<file path="src/rtl/addr_window_decoder.sv">
module addr_window_decoder #(
  parameter int          OFS_W          = 5,
  parameter logic [63:0] CFG_SIZE_MAX   = 64'h0000_0000_1000_0000,
  parameter logic [31:0] REG_FIXED_CODE = 32'h0000_7001,
  parameter logic [63:0] REG_FIXED_SIZE = 64'd4096
) (
  input  logic             clk,
  input  logic             rst_n,
  input  logic             cfg_we,
  input  logic [OFS_W-1:0] cfg_ofs,
  input  logic [31:0]      cfg_wdata,
  output logic [31:0]      cfg_rdata,
  input  logic [63:0]      probe_addr,
  output logic [5:0]       win_hit
);
  localparam int NWIN = 6;
  localparam int NOB  = 3;
  localparam logic [OFS_W-1:0] O_CFG  = OFS_W'(0);
  localparam logic [OFS_W-1:0] O_MSG  = OFS_W'(3);
  localparam logic [OFS_W-1:0] O_OB   = OFS_W'(6);
  localparam logic [OFS_W-1:0] O_REG  = OFS_W'(18);
  localparam logic [OFS_W-1:0] O_SPR  = OFS_W'(21);
  localparam logic [OFS_W-1:0] O_CTL  = OFS_W'(22);

  logic [63:0] base_q  [NWIN];
  logic [63:0] omask_q [NOB];
  logic [31:0] cmask_q, mmask_q, rmask_q, spr_q, ctl_q;

  function automatic logic [63:0] neg32(input logic [31:0] m);
    logic [31:0] t;
    t = ~(m & 32'hFFFF_FFFE) + 32'd1;
    return {32'd0, t};
  endfunction

  always_ff @(posedge clk or negedge rst_n) begin
    if (!rst_n) begin
      for (int i = 0; i < NWIN; i++) base_q[i] <= '0;
      for (int i = 0; i < NOB; i++) omask_q[i] <= '0;
      cmask_q <= '0;
      mmask_q <= '0;
      rmask_q <= '0;
      spr_q   <= '0;
      ctl_q   <= '0;
    end else if (cfg_we) begin
      case (cfg_ofs)
        O_CFG:         base_q[0][63:32] <= cfg_wdata;
        O_CFG + 1'b1:  base_q[0][31:0]  <= cfg_wdata;
        O_CFG + 2'd2:  cmask_q          <= cfg_wdata;
        O_MSG:         base_q[1][63:32] <= cfg_wdata;
        O_MSG + 1'b1:  base_q[1][31:0]  <= cfg_wdata;
        O_MSG + 2'd2:  mmask_q          <= cfg_wdata;
        O_REG:         base_q[5][63:32] <= cfg_wdata;
        O_REG + 1'b1:  base_q[5][31:0]  <= cfg_wdata;
        O_REG + 2'd2:  rmask_q          <= cfg_wdata;
        O_SPR:         spr_q            <= cfg_wdata;
        O_CTL:         ctl_q            <= cfg_wdata;
        default: ;
      endcase
      for (int i = 0; i < NOB; i++) begin
        if (cfg_ofs == O_OB + OFS_W'(4*i))     base_q[2+i][63:32] <= cfg_wdata;
        if (cfg_ofs == O_OB + OFS_W'(4*i + 1)) base_q[2+i][31:0]  <= cfg_wdata;
        if (cfg_ofs == O_OB + OFS_W'(4*i + 2)) omask_q[i][63:32]  <= cfg_wdata;
        if (cfg_ofs == O_OB + OFS_W'(4*i + 3)) omask_q[i][31:0]   <= cfg_wdata;
      end
    end
  end

  always_comb begin
    cfg_rdata = '0;
    case (cfg_ofs)
      O_CFG:        cfg_rdata = base_q[0][63:32];
      O_CFG + 1'b1: cfg_rdata = base_q[0][31:0];
      O_CFG + 2'd2: cfg_rdata = cmask_q;
      O_MSG:        cfg_rdata = base_q[1][63:32];
      O_MSG + 1'b1: cfg_rdata = base_q[1][31:0];
      O_MSG + 2'd2: cfg_rdata = mmask_q;
      O_REG:        cfg_rdata = base_q[5][63:32];
      O_REG + 1'b1: cfg_rdata = base_q[5][31:0];
      O_REG + 2'd2: cfg_rdata = rmask_q;
      O_SPR:        cfg_rdata = spr_q;
      O_CTL:        cfg_rdata = ctl_q;
      default: ;
    endcase
    for (int i = 0; i < NOB; i++) begin
      if (cfg_ofs == O_OB + OFS_W'(4*i))     cfg_rdata = base_q[2+i][63:32];
      if (cfg_ofs == O_OB + OFS_W'(4*i + 1)) cfg_rdata = base_q[2+i][31:0];
      if (cfg_ofs == O_OB + OFS_W'(4*i + 2)) cfg_rdata = omask_q[i][63:32];
      if (cfg_ofs == O_OB + OFS_W'(4*i + 3)) cfg_rdata = omask_q[i][31:0];
    end
  end

  logic [63:0]     sz [NWIN];
  logic [NWIN-1:0] en;
  logic [NWIN-1:0] raw;

  always_comb begin
    en    = {rmask_q[0], omask_q[2][0], omask_q[1][0], omask_q[0][0], mmask_q[0], cmask_q[0]};
    sz[0] = neg32(cmask_q);
    if (sz[0] > CFG_SIZE_MAX) sz[0] = CFG_SIZE_MAX;
    sz[1] = neg32(mmask_q);
    for (int i = 0; i < NOB; i++) sz[2+i] = ~(omask_q[i] & ~64'h1) + 64'd1;
    sz[5] = (rmask_q == REG_FIXED_CODE) ? REG_FIXED_SIZE : neg32(rmask_q);
  end

  for (genvar w = 0; w < NWIN; w++) begin : g_win
    assign raw[w] = en[w] && (sz[w] != '0) && (probe_addr >= base_q[w]) &&
                    ({1'b0, probe_addr} < ({1'b0, base_q[w]} + {1'b0, sz[w]}));
  end

  assign win_hit = raw & (~raw + 1'b1);


  hit_onehot_chk: assert property (@(posedge clk) disable iff (!rst_n) $onehot0(win_hit));

  low_keeps_high_chk: assert property (@(posedge clk) disable iff (!rst_n)
    cfg_we && cfg_ofs == O_CFG + 1'b1 |=> $stable(base_q[0][63:32]));

  high_keeps_low_chk: assert property (@(posedge clk) disable iff (!rst_n)
    cfg_we && cfg_ofs == O_REG |=> $stable(base_q[5][31:0]));

  cfg_off_no_hit_chk: assert property (@(posedge clk) disable iff (!rst_n)
    !cmask_q[0] |-> !win_hit[0]);

  ob_off_no_hit_chk: assert property (@(posedge clk) disable iff (!rst_n)
    !omask_q[1][0] |-> !win_hit[3]);

  cfg_clamp_chk: assert property (@(posedge clk) disable iff (!rst_n)
    win_hit[0] |-> (probe_addr - base_q[0]) < CFG_SIZE_MAX);
endmodule

</file>
<file path="config.mk">
export PLATFORM = sky130hd
export DESIGN_NAME = addr_window_decoder
export DESIGN_NICKNAME = d
export VERILOG_FILES = /design/src/rtl/addr_window_decoder.sv
export SDC_FILE = /design/constraint.sdc
export NUM_CORES = 2
export LEC_CHECK = 0
export ABC_AREA = 0
export BUFFER_PORTS_ARGS = -buffer_cell sky130_fd_sc_hd__buf_2
export CAP_MARGIN = 0
export CORE_UTILIZATION = 50
export CTS_BUF_LIST = sky130_fd_sc_hd__clkbuf_4 sky130_fd_sc_hd__clkbuf_8 sky130_fd_sc_hd__clkbuf_16
export DETAILED_ROUTE_END_ITERATION = 10
export PLACE_DENSITY = 0.68
export SLEW_MARGIN = 20
export SYNTH_ARGS = -nofsm -noshare
export SYNTH_HDL_FRONTEND = slang
export SYNTH_SLANG_ARGS = --single-unit
</file>
<file path="constraint.sdc">
create_clock -name clk -period 8.3 [get_ports clk]
set_clock_uncertainty 0.2 [all_clocks]
set_input_delay 0.415 -clock clk [delete_from_list [all_inputs] [get_ports clk]]
set_output_delay 0.415 -clock clk [all_outputs]
set_load 0.01 [all_outputs]
</file>
==> impl_metrics.ini <==
[outcome]
outcome = finished with violations
failed_checks = setup timing

[critical_path]
cp-end-kind = primary output
cp_slowest_stage_delay_ps = 850
cp_slowest_cell = xor2_1
cp_max_fo = 7
crit_path_start_kind = flip-flop
path_class = reg2out
worst-path-buf-inv = 9
path_common_cell = buf_4
crit_family = compound AO/OA/AOI/OAI gates
required_ps = 7690
arrival_ps = 8810

[placed_design]
port-buffer-count = 141
post_dp_cell_area_um2 = 83000
dp_hpwl_um = 294000
gp_congestion = 1.15
pre_cts_slack_ps = -887

[synthesis]
synth.top_cell.area_share_pct = 25.0
syn_area_per_cell_um2 = 8.92
synth.cell_area_um2 = 73800
async_flop_share_pct = 100
netlist_instances = 8278
ys.flop_type = dfrtp_1
synth_area_leader_cell = dfrtp_1
synth.distinct_cells = 94
seq_area_frac_synth_pct = 25.0
synthTopCellsByArea = dfrtp_1, ha_1, mux2_2
synth_edf_count = 0
yosysWarnings = 0
ys_ff_latch = 736

[sta]
setup_viol = 6
setup_tns_ps = -5350
period_share_pct = 114
grt_setup_unrepaired = yes
layout_min_cycle_time_ps = 9430
whs_ps = 81.1
slew_headroom_pct = 14.0
worst_pin_slew_ps = 1290
slew_viol_final = 0
max_freq_mhz = 106
hold_violations = 0
layout_setup_ws_ps = -1130

[floorplan]
die_w_um = 386
die-area_um2 = 149000
die_y_um = 386
start_util_pct = 50.5
row_count = 140
core_region_area_um2 = 146000
ios = 142

[pwr]
p_leak_nw = 40.8
power_density_nw_per_um2 = 278
ir_drop_mv = 0.244

[drt]
drc_errors = 0
routed-via-count = 76200
ant_nets = 0
via_per_inst = 6.83
dr.first_iter.drc_count = 11400
firstDrtPassIters = 10
wire_per_inst_um = 33.8
drt-total-wl_um = 378000

[hold_path]
min_path_type = in2async

[clocking]
cts_tree = yes
cts-root-buf = clkbuf_16
cts_buffer_depth = 3
cts_sinks = 736
numCtsBuffers = 89
clk_pin_slew_ps = 60
clock_latency_ps = 730
h-tree-depth = 3

[global_routing]
overflow = 0
grt_pass1_wl_um = 522000
grt_antenna_before_repair = 44
first_global_vias = 70400
grt_max_degree = 154
gr-usage-all-layers_pct = 49.3

[finish]
nNetsFinal = 10300
stdcell_area_um2 = 87400
areaGrowthSynthToFinish_pct = 18.4
drive_gt1_share_pct = 24.8

[flow_run]
drv_cap = 0
## flip-flops by register name (all words and copies together) (netlist names)
register / count
cmask_q: 32
rmask_q: 32
mmask_q: 32
spr_q: 32
omask_q: 189
ctl_q: 32
base_q: 384
en: 3
## cell usage after synthesis, types with 15 or more instances
master and number:
a221oi_1 67, nor3_1 223, a31oi_1 67, a21o_1 321, nand4b_1 22, mux2_2 755, and3_1 60, a221o_1 23
o21bai_1 64, clkbuf_1 276, nand2b_1 105, or2_2 34, a211oi_1 56, buf_1 83, nor4_1 113, o22ai_1 34
xnor2_1 367, or4_1 43, ha_1 1050, o211ai_1 43, dfrtp_1 736, xor2_1 226, inv_1 512, a22oi_1 161
a21boi_0 20, and2_1 27, mux2i_1 16, or3_1 71, nand3b_1 19, o31a_1 17, o21a_1 64, a2111oi_0 33
nor3b_1 15, nand3_1 167, o21ai_0 384, nand2_1 387, nor2_1 476, nand4_1 245, a21oi_1 512, o31ai_1 28
nor2b_1 116, a22o_1 52
## worst paths after layout
kind	startpoint	to	slack, ps	depth (start not counted)
setup / recovery	omask_q[10]	win_hit[4]	-1130	35
hold / removal	rst_n	base_q[72]	80	2
setup reg to reg	omask_q[121]	omask_q[121]	6890	1
hold reg to reg	ctl_q[31]	ctl_q[31]	310	1
max in group asynchronous	rst_n	base_q[334]	5480	4
min in group clk	cfg_wdata[16]	omask_q[16]	300	3
## metal layers
metal / routed length (um) / global-route usage [%] / vias up
met4: 22300 / 23.9 / 46
met3: 60800 / 23.8 / 1096
met5: 1120 / 2.76 / -
li1: - / - / 32500
met2: 141000 / 64.6 / 5291
met1: 152000 / 66.4 / 37300
## area by class of cell
class,count,area (um^2)
repair buffers,1150,8420
fillers,13000,58700
clock buffers,122,2570
flip-flops and latches,736,18400
clock inverters,44,548
well taps,1917,2400
diodes,21,52.6
multi-input cells,6667,53000
inverters,512,1920
## kinds of logic (layout without fill, tap and decap cells)
group | Yosys count | in the layout | share of synthesized area [%]
XOR/XNOR | 593 | 593 | 7.04
flip-flops | 736 | 736 | 25.0
other | 1 | 24 | 0.00508
multiplexers | 771 | 771 | 11.7
adder cells (fa/ha/maj) | 1056 | 1056 | 18.0
AO/OA/AOI/OAI | 2066 | 2066 | 18.4
AND/OR/NAND/NOR | 2178 | 2178 | 15.4
buffers and inverters | 877 | 1828 | 4.49
## per-stage QoR
step	total power, mW	util (%)	cells
floorplan	13.4	-	8280
global placement	18.8	56.8	10900
detailed placement	19.1	56.8	10900
CTS	23.5	59.4	11100
global route	25.6	59.8	11200
finish	24.3	59.8	11200
## power by group
part,total (mW),internal [mW],leakage [nW],switching [mW]
Sequential,5.72,4.27,9.41,1.44
Combinational,14.3,6.21,29.8,8.14
Clock,4.25,2.39,1.54,1.85
## cell usage in the layout, fill, tap and decap left out, drive strengths merged, types with 27 or more instances in the layout
cell type / count
ha: 1050
a22o: 52
nor3: 225
dfrtp: 736
a31oi: 67
xor2: 226
a2111oi: 33
and2: 29
and3: 60
a221oi: 67
clkinv: 27
nor2b: 116
a22oi: 161
nand4: 245
or3: 73
mux2: 755
o21a: 64
clkbuf: 124
a21o: 321
or2: 34
o21bai: 64
o31ai: 28
nor4: 116
nor2: 478
o21ai: 384
a21oi: 512
o211ai: 43
or4: 44
nand3: 167
inv: 517
nand2b: 105
nand2: 388
a211oi: 56
xnor2: 367
buf: 1146
o22ai: 34
## what timing repair did
action | CTS | global route
endpoints found under the setup margin | 6 | 6
hold buffers | 2 | 0
pin swaps | 28 | 33
hold endpoints to repair | 106 | 0
buffers inserted | 29 | 13
resized for setup | 83 | 95
Power figures use the tool's default switching activity.
